<file path="src/rtl/pl_pkg.sv">
package pl_pkg;

  // Saturate a conversion code at an upper limit; codes never wrap.
  function automatic logic [11:0] sat_code(input logic [11:0] code,
                                           input logic [11:0] limit);
    return (code > limit) ? limit : code;
  endfunction

  // Right-justify a 12-bit code into a 16-bit register image.
  function automatic logic [15:0] widen16(input logic [11:0] code);
    return {4'b0000, code};
  endfunction

endpackage

</file>
<file path="src/rtl/pl_seq_tracker.sv">
module pl_seq_tracker #(
  parameter int unsigned ADDR_W = 16,
  parameter logic [15:0] BASE   = 16'h0200
) (
  input  logic              clk,
  input  logic              rst_n,
  input  logic              rd_stb,
  input  logic [ADDR_W-1:0] rd_addr,
  output logic              seq_done
);
  localparam logic [ADDR_W-1:0] TOP_ADDR = ADDR_W'(BASE) + ADDR_W'(3);

  logic [1:0]        step;
  logic [ADDR_W-1:0] want_addr;
  logic              hit;

  assign want_addr = TOP_ADDR - ADDR_W'(step);
  assign hit       = rd_stb && (rd_addr == want_addr);
  assign seq_done  = hit && (step == 2'd3);

  always_ff @(posedge clk or negedge rst_n) begin
    if (!rst_n) begin
      step <= 2'd0;
    end else if (rd_stb) begin
      if (hit)                      step <= step + 2'd1;
      else if (rd_addr == TOP_ADDR) step <= 2'd1;
      else                          step <= 2'd0;
    end
  end
endmodule

</file>
<file path="src/rtl/pl_sample_store.sv">
module pl_sample_store #(
  parameter int unsigned CODE_W    = 12,
  parameter logic [11:0] CUR_LIMIT = 12'hF00
) (
  input  logic              clk,
  input  logic              rst_n,
  input  logic              smp_valid,
  input  logic [CODE_W-1:0] smp_cur,
  input  logic [CODE_W-1:0] smp_vol,
  input  logic              seq_done,
  output logic [CODE_W-1:0] snap_cur,
  output logic [CODE_W-1:0] snap_vol,
  output logic              snap_load,
  output logic              release_ok
);
  import pl_pkg::*;

  logic [CODE_W-1:0] in_cur;
  logic [CODE_W-1:0] pend_cur, pend_vol;
  logic              pend_full;
  logic              take_direct, take_pend;

  assign in_cur      = sat_code(smp_cur, CUR_LIMIT);
  assign take_direct = smp_valid && (release_ok || seq_done);
  assign take_pend   = seq_done && !smp_valid && pend_full;
  assign snap_load   = take_direct || take_pend;

  always_ff @(posedge clk or negedge rst_n) begin
    if (!rst_n) begin
      snap_cur <= '0;
      snap_vol <= '0;
    end else if (take_direct) begin
      snap_cur <= in_cur;
      snap_vol <= smp_vol;
    end else if (take_pend) begin
      snap_cur <= pend_cur;
      snap_vol <= pend_vol;
    end
  end

  always_ff @(posedge clk or negedge rst_n) begin
    if (!rst_n) begin
      pend_cur  <= '0;
      pend_vol  <= '0;
      pend_full <= 1'b0;
    end else if (seq_done) begin
      pend_full <= 1'b0;
    end else if (smp_valid && !release_ok) begin
      pend_cur  <= in_cur;
      pend_vol  <= smp_vol;
      pend_full <= 1'b1;
    end
  end

  always_ff @(posedge clk or negedge rst_n) begin
    if (!rst_n)                       release_ok <= 1'b1;
    else if (take_direct)             release_ok <= 1'b0;
    else if (seq_done && !pend_full)  release_ok <= 1'b1;
  end
endmodule

</file>
<file path="src/rtl/pl_byte_view.sv">
module pl_byte_view #(
  parameter int unsigned ADDR_W = 16,
  parameter logic [15:0] BASE   = 16'h0200
) (
  input  logic [ADDR_W-1:0] rd_addr,
  input  logic [11:0]       snap_cur,
  input  logic [11:0]       snap_vol,
  output logic [7:0]        rd_data
);
  import pl_pkg::*;

  localparam int unsigned LANES = 4;

  logic [LANES-1:0][7:0] lane;
  logic [15:0]           img_vol, img_cur;
  logic [ADDR_W-1:0]     off;

  assign img_vol = widen16(snap_vol);
  assign img_cur = widen16(snap_cur);
  assign off     = rd_addr - ADDR_W'(BASE);

  // Lane k holds byte (k mod 2) of voltage (k<2) or current (k>=2).
  for (genvar k = 0; k < LANES; k++) begin : g_lane
    if (k < 2) begin : g_v
      assign lane[k] = img_vol[8*k +: 8];
    end else begin : g_c
      assign lane[k] = img_cur[8*(k-2) +: 8];
    end
  end

  assign rd_data = (off < ADDR_W'(LANES)) ? lane[off[1:0]] : 8'h00;
endmodule

</file>
<file path="src/rtl/pair_snapshot_latch.sv">
module pair_snapshot_latch #(
  parameter int unsigned CODE_W    = 12,
  parameter int unsigned ADDR_W    = 16,
  parameter logic [15:0] BASE      = 16'h0200,
  parameter logic [11:0] CUR_LIMIT = 12'hF00
) (
  input  logic              clk,
  input  logic              rst_n,
  input  logic              smp_valid,
  input  logic [CODE_W-1:0] smp_cur,
  input  logic [CODE_W-1:0] smp_vol,
  input  logic              rd_stb,
  input  logic [ADDR_W-1:0] rd_addr,
  output logic [7:0]        rd_data
);
  logic              seq_done;
  logic              snap_load;
  logic              release_ok;
  logic [CODE_W-1:0] snap_cur, snap_vol;

  pl_seq_tracker #(.ADDR_W(ADDR_W), .BASE(BASE)) u_seq (
    .clk(clk), .rst_n(rst_n), .rd_stb(rd_stb), .rd_addr(rd_addr),
    .seq_done(seq_done)
  );

  pl_sample_store #(.CODE_W(CODE_W), .CUR_LIMIT(CUR_LIMIT)) u_store (
    .clk(clk), .rst_n(rst_n), .smp_valid(smp_valid), .smp_cur(smp_cur),
    .smp_vol(smp_vol), .seq_done(seq_done), .snap_cur(snap_cur),
    .snap_vol(snap_vol), .snap_load(snap_load), .release_ok(release_ok)
  );

  pl_byte_view #(.ADDR_W(ADDR_W), .BASE(BASE)) u_view (
    .rd_addr(rd_addr), .snap_cur(snap_cur), .snap_vol(snap_vol),
    .rd_data(rd_data)
  );
endmodule

</file>
<file path="config.mk">
export PLATFORM = sky130hd
export DESIGN_NAME = pair_snapshot_latch
export DESIGN_NICKNAME = d
export VERILOG_FILES = /design/src/rtl/pl_pkg.sv /design/src/rtl/pl_seq_tracker.sv /design/src/rtl/pl_sample_store.sv /design/src/rtl/pl_byte_view.sv /design/src/rtl/pair_snapshot_latch.sv
export SDC_FILE = /design/constraint.sdc
export NUM_CORES = 1
export LEC_CHECK = 0
export CAP_MARGIN = 20
export CORE_ASPECT_RATIO = 1.5
export CORE_MARGIN = 2
export CORE_UTILIZATION = 45
export CTS_CLUSTER_SIZE = 14
export DETAILED_ROUTE_END_ITERATION = 10
export GPL_TIMING_DRIVEN = 0
export HOLD_SLACK_MARGIN = 0.06
export PLACE_DENSITY = 0.71
export SKIP_CTS_REPAIR_TIMING = 1
export SYNTH_ARGS = -nofsm -noshare
export SYNTH_HDL_FRONTEND = slang
export SYNTH_SLANG_ARGS = --single-unit
</file>
<file path="constraint.sdc">
create_clock -name clk -period 2.3 [get_ports clk]
set_input_delay 0.23 -clock clk [delete_from_list [all_inputs] [get_ports clk]]
set_output_delay 0.23 -clock clk [all_outputs]
set_load 0.1 [all_outputs]
</file>
==> flow_results.org, run 1 <==
** Clock tree
- Counting every sink on the clock net gives 52.
- The H-tree generated during clock tree synthesis spans 2 levels.
- Source-to-sink clock delay at the later pin of the worst-skew pair :: roughly 0.3 ns
- After clock tree synthesis, the clock-pin slew on the worst setup and hold paths is ~0.09 ns.
- The cell sitting at the root of the clock tree is a sky130_fd_sc_hd__clkbuf_8.
- Max Buffers Root-to-Sink :: 2
- In this run, CTS created clock tree buffers numbering 5.
- CTS tree :: done

** Floorplan
- The die covers roughly 6600 um^2.
- between 50 and 60 I/O pins were placed.
- After floorplanning, the core was sized to cover around 5800 um^2.
- Y dimension of the die :: 98.3 um
- Row generation in the floorplan step produced 34 rows.
- Measured along the x axis, the die boundary spans about 67 um.
- The initial utilization of the core area, before any placement, comes to 0.461.

** Drt
- In the final routed layout, each cell accounts on average for around 16 um.
- Per-cell via count in the routed design :: 5.42
- Number of vias after detailed routing :: around 2,000
- In this run the remaining antenna-violating nets after routing total 0.
- After detailed routing, the number of remaining DRC violations is 0.
- Initial DRC count :: between 50 and 60
- For this block, the routed nets add up to slightly below 6000 um of wire.
- For this run, the detailed router's first-pass iteration total came to 4.

** STA
- In this run the tightest slew margin relative to its limit is 0.592.
- Count of endpoints failing hold in the final timing report :: 0
- Final Max Tran Viols :: 0
- Setup repair after global routing left no endpoint under its margin.
- Final worst path period need :: 2.19 ns
- Final period utilization :: 0.952
- Timing would allow up to about 460 MHz.
- Final setup viols :: 0
- The clock arrives with between 0.005 and 0.006 ns of skew.
- Final sum of negative setup slack :: 0 ns
- Setup slack of the critical path after layout :: 0.109 ns
- At the pin with the least slew margin, the transition time is 0.611 ns.
- On the final layout, the worst hold slack is between 0.3 and 0.4 ns.

** Yosys
- Sequential share of the synthesized area :: 0.488
- Of all flip-flops after synthesis, the portion carrying an async set or reset was 1.00.
- By instance count, the leading cell after synthesis is sky130_fd_sc_hd__dfrtp_1.
- Summing every instance area after synthesis gives between 2000 and 3000 um^2.
- Number of flops mapped to enable cells by yosys :: 0
- Share of the synthesized area in the top cell type :: 0.478
- The largest total area in the synthesized netlist belongs to sky130_fd_sc_hd__dfrtp_1.
- Average size of a mapped cell :: approximately 11 um^2
- Top cell types by occurrence after synthesis :: 51 x sky130_fd_sc_hd__dfrtp_1, 37 x sky130_fd_sc_hd__nand2_1, 28 x sky130_fd_sc_hd__mux2i_1, 17 x sky130_fd_sc_hd__o21ai_1, 14 x sky130_fd_sc_hd__mux2_1
- Synthesis inferred 52 register bits.
- Post-synthesis net count :: 280
- Synth Warn # :: 0
- Ranked by total cell area, the synthesized netlist is headed by sky130_fd_sc_hd__dfrtp_1 48%, sky130_fd_sc_hd__mux2i_1 11%, sky130_fd_sc_hd__mux2_1 5.9%.
- In the synthesized netlist the dominant register cell turns out to be sky130_fd_sc_hd__dfrtp_1.
- Number of different library cells in the post-synthesis netlist :: 33
- The cell count after synthesis came out at 234.

** Place
- Cell area after placement :: ~3300 um^2
- Gp weighted congestion :: between 0.7 and 0.8
- Prior to clock tree synthesis, the placed netlist has a worst setup slack of -0.955 ns.
- Port buffer count :: 49
- Detailed placement ended at an HPWL of 4450 um.

** Setup path
- Signal arrival time at the worst endpoint :: 1.96 ns
- Along the worst path, the maximum fanout reaches 8.
- Grouping stages by cell kind, the critical path spends the most delay in simple AND/OR/NAND/NOR gates.
- Critical path required time :: 2.07 ns
- For flop-to-flop paths, the worst setup slack is approximately 0.38 ns.
- Reg-to-reg critical path startpoint :: u_seq.step[0]
- The largest individual stage delay along the critical path comes from the cell sky130_fd_sc_hd__clkdlybuf4s50_1.
- The worst setup path is of the input pin to output pin kind.
- For this run, the slowest stage of the critical path takes 0.44 ns.
- The worst register-to-register path ends at u_store.snap_vol[7].
- STA classifies the critical path endpoint as an output pin.
- The critical path goes through clkdlybuf4s50_1 > nor4_4 > and4_1 > o21ai_4 > nor2b_1 > buf_4.
- Launching element type of the critical path :: input pin
- Reg2Reg Depth :: 6
- Counting both buffers and inverters, the worst setup path holds a total of 2.

** Global routing
- The number of global-route vias before repair came to about 2,100.
- First-pass GRT wire length :: 9910 um
- Entering global routing, the biggest net connects 28 pins.
- The initial antenna violation count is 0.
- Global router's overall resource usage :: 0.199
- Overflow after GRT :: 0

** Worst hold path
- Class of the tightest hold or removal check :: input pin to flop
- Beginning of the worst hold path :: rd_addr[1]
- Hold worst-path end :: u_seq.step[0]
- Worst hold path depth :: 4

** Layout
- Layout cells sized above 1 :: 0.195
- The finished cells cover 3400 um^2.
- In the final layout, the multi-input gates occupy about 1300 um^2.
- FF/Latch Area :: 1300 um^2
- The filler cells instantiated in the layout total about 520.
- 0 antenna diodes ended up in the layout.
- Post-layout util :: 0.588
- Layout area overhead :: 27.5%
- Post-layout nets :: roughly 340

** Power and ir drop
- For this design the static power due to leakage is 1.39 nW.
- Power density cells :: about 500 nW/um^2
- Across the VDD grid, the largest voltage drop is 0.000396 V.

** Status
- Run status :: finished clean

** Run
- Across the run, the number of max-cap violations was 0.
==> where the power goes <==
group	total [W]	internal, W	switching [W]
Clock	0.000525	0.000246	0.000279
Sequential	0.000975	0.000955	0.0000208
Combinational	0.000197	0.000109	0.0000874
==> cell families after synthesis <==
family	share of synthesized area
buffers and inverters	0.0422
AOI/OAI and AO/OA	0.0914
and+or+nand+nor	0.147
muxes	0.206
adders and majority gates	0.00937
DFF	0.488
xor gates and xnor gates	0.0155
==> final cells by class <==
| class | instances | area share |
|---|---|---|
| clock buffers | 8 | 0.0265 |
| repair buffers | 51 | 0.152 |
| multi-input cells | 166 | 0.379 |
| plain buffers | 13 | 0.0298 |
| well taps | 72 | 0.0265 |
| inverters | 3 | 0.00331 |
| flip-flops and latches | 52 | 0.383 |
==> how the worst max path moves through the flow <==
stage,end,cells past startpoint,start
after global routing,rd_data[6],6,rd_addr[5]
after detailed placement,rd_data[5],6,rd_addr[5]
after global placement,rd_data[3],6,rd_addr[5]
after floorplan,rd_data[0],4,rd_addr[5]
after CTS,rd_data[5],6,rd_addr[5]
final,rd_data[0],6,rd_addr[5]
==> stage by stage <==
step           instances  total power (W)
2_1_floorplan        234          0.00106
3_3_place_gp         355          0.00118
3_5_place_dp         356          0.00119
4_1_cts              364          0.00171
5_1_grt              365          0.00176
6_report             365          0.00170
==> state kept, by name, summed over array words and instances (netlist names) <==
register / cells
u_store.pend_cur: 12
u_store.release_ok: 1
u_store.pend_vol: 12
u_store.snap_cur: 12
u_store.snap_vol: 12
u_seq.step: 2
u_store.pend_full: 1
==> worst min-delay path, delay by kind of cell <==
kind                   cells  cell delay, ns
AOI/OAI and AO/OA          2            0.21
buffers and inverters      1            0.15
and+or+nand+nor            1            0.06
==> per-layer routing <==
layer  vias up  GRT usage  routed length, um
met5         -          0                  0
met4         0     0.0565                 87
met3         6     0.0311                251
met2        46      0.355               3280
met1       977      0.244               2310
li1        949          -                  -
==> cell usage in the layout, fill, tap and decap left out, types with 3 or more instances in the layout <==
master / Yosys / layout
sky130_fd_sc_hd__inv_1: 3 / 3
sky130_fd_sc_hd__mux4_2: 4 / 4
sky130_fd_sc_hd__nor2_1: 7 / 7
sky130_fd_sc_hd__nand2_1: 37 / 37
sky130_fd_sc_hd__clkbuf_1: 3 / 5
sky130_fd_sc_hd__buf_2: 3 / 4
sky130_fd_sc_hd__nand4_1: 3 / 3
sky130_fd_sc_hd__buf_4: 3 / 4
sky130_fd_sc_hd__clkdlybuf4s50_1: 0 / 40
sky130_fd_sc_hd__dfrtp_1: 51 / 51
sky130_fd_sc_hd__nand3_1: 8 / 8
sky130_fd_sc_hd__nor3_2: 0 / 4
sky130_fd_sc_hd__o21ai_1: 17 / 15
sky130_fd_sc_hd__mux2_1: 14 / 14
sky130_fd_sc_hd__mux2i_1: 28 / 28
sky130_fd_sc_hd__o21ai_0: 9 / 9
sky130_fd_sc_hd__nor3_1: 7 / 3
sky130_fd_sc_hd__clkbuf_8: 0 / 6
sky130_fd_sc_hd__o21ai_2: 9 / 10
sky130_fd_sc_hd__buf_6: 2 / 8
sky130_fd_sc_hd__nor2b_1: 5 / 5
No activity file was read; power rests on OpenSTA's default activity.
==> run 2, diff against run 1 <==
- SLEW_MARGIN: unset -> 20
==> run 2 against run 1 <==
Cell count fell by 0.27%. Combinational power decreased by 2%. Sequential power barely moved. Core utilization decreased by 0.80 points. Hold slack worse by 0.010 ns. Clock power shrank 4.8%. Largest power group unchanged.
==> flow_results.org, run 2 (synthesis results as in run 1) <==
** Layout
- For this run, the number of standard cells in the final layout without fillers is between 300 and 400.
- The top cell types in the final layout, fill and taps aside, are 51 x sky130_fd_sc_hd__dfrtp_1, 40 x sky130_fd_sc_hd__clkdlybuf4s50_1, 37 x sky130_fd_sc_hd__nand2_1.
- Of the cells placed in the final design, the portion with a size suffix greater than 1 is 0.188.
- The number of antenna diodes in the final layout is 0.
- Layout area overhead :: 25.7%
- After routing the design area is ~3400 um^2.
- Post-layout nets :: 337
- Commonest non-fill, non-tap cell in the layout :: sky130_fd_sc_hd__dfrtp_1

** Setup path
- The critical path is of the input pin to output pin type.
- The worst setup path is launched from an input pin.
- The worst register-to-register path ends at u_store.snap_vol[7].
- For flop-to-flop paths, the worst setup slack is 0.38 ns.
- Maximum fanout along the worst path :: 8
- Worst setup EP type :: output pin
- Reg-to-reg critical path startpoint :: u_seq.step[0]
- Reg2Reg Depth :: 6
- Data arrives at the worst endpoint at slightly below 2 ns.
- In this run the worst setup path begins at rd_addr[5].
- For the worst setup path, the data required time is between 2 and 2.5 ns.

** Clock tree
- For the worst-skew pair, the clock arrives at the later sink with an insertion delay of around 0.3 ns.
- The tree built by TritonCTS fans out to 52 sinks.
- TritonCTS built the clock tree.
- Max Buffers Root-to-Sink :: 2
- The number of clock buffers added by TritonCTS is 5.
- H-tree depth :: 2
- Clock-pin slew was measured on the worst setup and hold paths at 0.09 ns.
- Clock root cell :: sky130_fd_sc_hd__clkbuf_8

** STA
- Of the available clock period, the critical path in the final layout requires 0.966.
- Derived from the worst setup path, the maximum achievable clock frequency is about 450 MHz.
- Final setup viols :: 0
- Tightest slew margin relative to the limit :: 0.562
- The number of slew-limit violations in the final report is 0.
- Final worst path period need :: 2.22 ns
- Setup repair after global routing missed its margin :: no
- Clock Skews :: between 0.005 and 0.006 ns
- Count of endpoints failing hold in the final timing report :: 0
- For the pin with the worst max-slew slack, the measured transition is ~0.66 ns.

** Floorplan
- Y dimension of the die :: 98.3 um
- After floorplanning, the core was sized to cover just under 6000 um^2.
- The die covers 6580 um^2.
- Measured along the x axis, the die boundary spans about 67 um.
- Core Rows :: 34
- Effective utilization at floorplan :: 0.461
- I/O pins :: 52

** Worst hold path
- The path with the worst hold slack has its endpoint at u_seq.step[0].
- Class of the tightest hold or removal check :: input pin to flop
- Worst hold path depth :: 4
- In this run the most critical hold path is launched from rd_addr[1].

** Global routing
- Entering global routing, the biggest net connects 53 pins.
- In the global route stage, met3 resource usage came out at 0.0300.
- Global routing finished with a remaining overflow of 0.
- In the global route stage, met1 resource usage came out at 0.246.
- Gr busiest metal :: met2
- Global router's overall resource usage :: 0.199
- Vias in the first global route :: about 2,100
- Number of antenna violations at the first check in global routing :: 0
- Global routing usage on met2 :: 0.351
- The first global-routing pass estimated roughly 9900 um of wire.

** Drt
- Initial DRC count :: 23
- Total iterations of the first detailed-routing run :: 5
- The final layout contains routed wiring with a total length of 5950 um.
- Wire length per cell :: approximately 16 um
- Number of vias after detailed routing :: ~1,900
- Detail Route Antenna Nets :: 0
- For this run, design rule violations remaining after detail routing come to 0.
- Per-cell via count in the routed design :: ~5.3

** Place
- Cell area after placement :: between 3000 and 4000 um^2
- Gp weighted congestion :: approximately 0.76
- Once placement completed, the tool counted placed cells totaling about 360.
- The HPWL after detailed placement is 4320 um.
- Buffers placed on the I/O ports in this run total 49.

** Power and ir drop
- For this design the static power due to leakage is approximately 1.4 nW.
- For this design the ratio of total power to cell area is 497 nW/um^2.
- Worst-case vdd ir drop :: 0.000378 V

** Status
- Run status :: finished clean

** Run
- Max-cap check violation count :: 0
-- run 2: changes by cell type in the layout (fill, tap and decap cells not counted), sizes merged --
cell    before  now
clkbuf      12   13
buf         19   17
-- run 2: layout make-up --
cell class	count	area, um^2
well taps	72	90.1
fillers	545	2430
inverters	3	11.3
repair buffers	50	482
flip-flops and latches	52	1300
clock buffers	8	80.1
plain buffers	13	101
multi-input cells	166	1290
-- run 2: per-layer routing --
metal  routed length (um)  vias up  share of wire
li1                     -      942              -
met1                 2530      946           0.43
met2                 3120       43           0.52
met3                  210        5          0.035
met4                   87        0          0.015
met5                    0        -              0
-- run 2: worst max-delay path by stage --
stage                       to  slack [ns]
global route        rd_data[0]       0.001
detailed placement  rd_data[4]       -0.95
floorplan           rd_data[0]       -0.25
finish              rd_data[0]        0.08
global placement    rd_data[3]       -0.96
CTS                 rd_data[1]       -0.96
-- run 2: report_power, final --
| part | switching [W] | internal, W | total (W) | leakage (nW) |
|---|---|---|---|---|
| Sequential | 0.0000208 | 0.000955 | 0.000975 | 0.668 |
| Clock | 0.000283 | 0.000217 | 0.000500 | 0.0395 |
| Combinational | 0.0000863 | 0.000107 | 0.000193 | 0.666 |
| Total | 0.000390 | 0.00128 | 0.00167 | 1.37 |
-- run 2: critical path: stages --
cell and delay (ns):
sky130_fd_sc_hd__clkdlybuf4s50_1 0.45, sky130_fd_sc_hd__nor4_4 0.36, sky130_fd_sc_hd__and4_1 0.30, sky130_fd_sc_hd__o21ai_4 0.14, sky130_fd_sc_hd__nor2b_1 0.16, sky130_fd_sc_hd__clkbuf_4 0.34
-- run 2: stage by stage --
stage | total power [W] | setup WS (ns) | hold slack [ns] | utilization | TNS [ns]
after floorplan | 0.00106 | -0.250 | -0.0656 | - | -1.46
after global placement | 0.00118 | -0.964 | 0.462 | 0.565 | -40.11
after detailed placement | 0.00119 | -0.955 | 0.309 | 0.565 | -11.95
after CTS | 0.00168 | -0.960 | -0.0248 | 0.579 | -7.60
after global routing | 0.00173 | 0.00117 | 0.418 | 0.580 | 0
final | 0.00167 | 0.0774 | 0.374 | 0.580 | 0
==> run 3, diff against run 2 <==
- CORE_UTILIZATION: 45 -> 30
- PLACE_DENSITY: 0.71 -> unset
==> run 3 against run 2 <==
Critical path depth stayed put. Setup slack worse by 0.014 ns. Register-to-register slack worse by 0.04 ns. Maximum frequency is 0.63% lower. Count of clock-buffer cells in the layout is 1 lower. Total power is 25% higher. Largest cell class unchanged. Via count is 1.3% higher. First-iteration DRC count grew to 4.3 times the previous value.
==> flow_results.org, run 3 (synthesis results as in run 1) <==
** Setup path
- STA classifies the critical path endpoint as an output pin.
- Of all nets on the critical path, the largest fanout is 8.
- Launching element type of the critical path :: input pin
- In this design, the stage delay of the slowest critical-path cell is 0.45 ns.
- Critical path required time :: between 2 and 2.5 ns
- The largest individual stage delay along the critical path comes from the cell sky130_fd_sc_hd__clkdlybuf4s50_1.
- Worst Path Class, Setup :: input pin to output pin
- STA puts the critical path data arrival time at between 2 and 2.5 ns.
- The signal on the critical path passes through clkdlybuf4s50_1 > nor4_4 > and4_1 > o21ai_4 > nor2b_1 > buf_6.

** STA
- Max Fclk :: ~450 MHz
- Setup violations remaining at the end of the flow were counted as 0.
- The number of slew-limit violations in the final report came to 0.
- The clock period could shrink to around 2.2 ns.
- For the final routed database, the setup TNS stands at 0 ns.
- The hold violation count in the final report is 0.
- In this run the tightest slew margin relative to its limit is 0.549.
- Clock skew on the completed layout was measured at 0.00532 ns.
- Worst-case hold slack :: ~0.39 ns
- For the pin with the worst max-slew slack, the measured transition is between 0.6 and 0.7 ns.
- Final period utilization :: 0.972

** Layout
- The library cell used most frequently in the layout, excluding fill and tap cells, is sky130_fd_sc_hd__dfrtp_1.
- Post-layout nets :: between 300 and 400
- The layout has roughly 900 filler cells.
- Layout cells sized above 1 :: 0.202
- Summing all non-filler instances in the final layout gives an area of about 3500 um^2.
- 0 antenna diodes ended up in the layout.
- Layout area overhead :: 32.0%
- In the layout the commonest cells are 51 x sky130_fd_sc_hd__dfrtp_1, 40 x sky130_fd_sc_hd__clkdlybuf4s50_1, 37 x sky130_fd_sc_hd__nand2_1.
- The count of cells in the finished layout, fillers not included, comes to 402.

** Clock tree
- H-tree depth :: 2
- Number of sinks on the clock net :: 52
- CTS tree :: done
- The number of clock buffers added by TritonCTS is 5.
- The tree is rooted in a sky130_fd_sc_hd__clkbuf_16.
- Clk slew on worst S/H paths :: ~0.070 ns
- At the later pin of the worst-skew pair, clock insertion delay measures between 0.2 and 0.3 ns.
- No sink is reached through more buffers than the 2 on the longest clock path.

** Place
- At the end of routability-driven placement, the weighted congestion stood at roughly 0.75.
- The HPWL after detailed placement is between 4000 and 5000 um.
- Cell area after placement :: 3310 um^2
- The number of placed instances, taps included, is 393.
- Port buffer count :: 49

** Power and ir drop
- Part of the power in combinational logic :: 0.095
- Across the VDD grid, the largest voltage drop is roughly 0.00034 V.
- Power spread over the standard cell area amounts to about 590 nW/um^2.
- Fraction of power spent switching nets :: 0.214
- Sequential cell fraction of total power :: 0.469
- The analysis attributes to net switching a power of 0.000444 W.
- Clock power frac :: 0.436
- Design internal power :: about 0.0016 W
- Leakage power figure :: approximately 1.4 nW

** Run
- Max-cap check violation count :: 0

** Floorplan
- I/O pins :: between 50 and 60
- Placeable core region :: 8720 um^2
- Effective utilization at floorplan :: 0.306
- The floorplan has 42 rows.
- The die covers between 9000 and 10,000 um^2.
- Y dimension of the die :: approximately 120 um
- Die Width :: ~81 um

** Global routing
- For this run, the total global-route usage over all layers was measured as 0.144.
- Overflow after GRT :: 0
- First-pass GRT wire length :: roughly 10,000 um
- Vias in the first global route :: approximately 2,100
- Number of antenna violations at the first check in global routing :: 0
- Entering global routing, the biggest net connects 53 pins.

** Drt
- Wire length per cell :: roughly 16 um
- The detailed router placed a little under 2,000 vias in this run.
- Before antenna repair, the detailed router went through 4 iterations.
- After detailed routing, the number of remaining DRC violations is 0.
- Final wirelength :: 6560 um
- After detailed routing, the number of vias per cell comes to just under 5.
- The detailed router finished its first iteration with 98 violations.
- The detail route stage leaves a number of antenna-violating nets equal to 0.

** Worst hold path
- Class of the tightest hold or removal check :: input pin to flop

** Status
- The run finished with clean final reports.
run 3: worst max-delay path: cells and delay by family:
family,cells,cell delay (ns)
buf+inv,2,0.71
simple gates,3,0.91
compound gates,1,0.15
run 3: metal layers:
layer  up-vias  global-route usage  wire, um
met5         -                   0         0
li1        940                   -         -
met3         8              0.0165       240
met4         0              0.0551       127
met1       963               0.174      2650
met2        51               0.255      3540
run 3: per-stage QoR:
step	util	setup WS [ns]	total power [W]
finish	0.404	0.0633	0.00208
global route	0.404	-0.00815	0.00215
CTS	0.401	-1.10	0.00210
detailed placement	0.380	-1.06	0.00119
global placement	0.380	-1.03	0.00119
floorplan	-	-0.250	0.00106
run 3: power groups by stage:
stage,Sequential [W],Combinational (W),Clock [W]
finish,0.000976,0.000197,0.000907
global route,0.000981,0.000218,0.000946
CTS,0.000976,0.000198,0.000922
detailed placement,0.000994,0.000197,0
global placement,0.000992,0.000193,0
floorplan,0.000988,0.0000753,0
run 3: cell type report:
class	count	area [um^2]	share of cell area
clock buffers	7	153	0.0433
plain buffers	13	101	0.0288
flip-flops and latches	52	1300	0.370
inverters	3	11.3	0.00320
repair buffers	50	485	0.138
clock inverters	1	30.0	0.00852
multi-input cells	166	1300	0.370
well taps	110	138	0.0391
run 3: worst paths after layout:
check | from | to | slack, ns | depth (start not counted)
max | rd_addr[5] | rd_data[3] | 0.06 | 6
min | rd_addr[1] | u_seq.step[0] | 0.39 | 4
max reg2reg | u_seq.step[0] | u_store.snap_cur[8] | 0.34 | 6
min reg2reg | u_store.pend_cur[7] | u_store.pend_cur[7] | 0.49 | 2
max in group asynchronous | rst_n | u_store.snap_vol[9] | 1.33 | 2
min in group asynchronous | rst_n | u_store.pend_vol[6] | 0.51 | 2
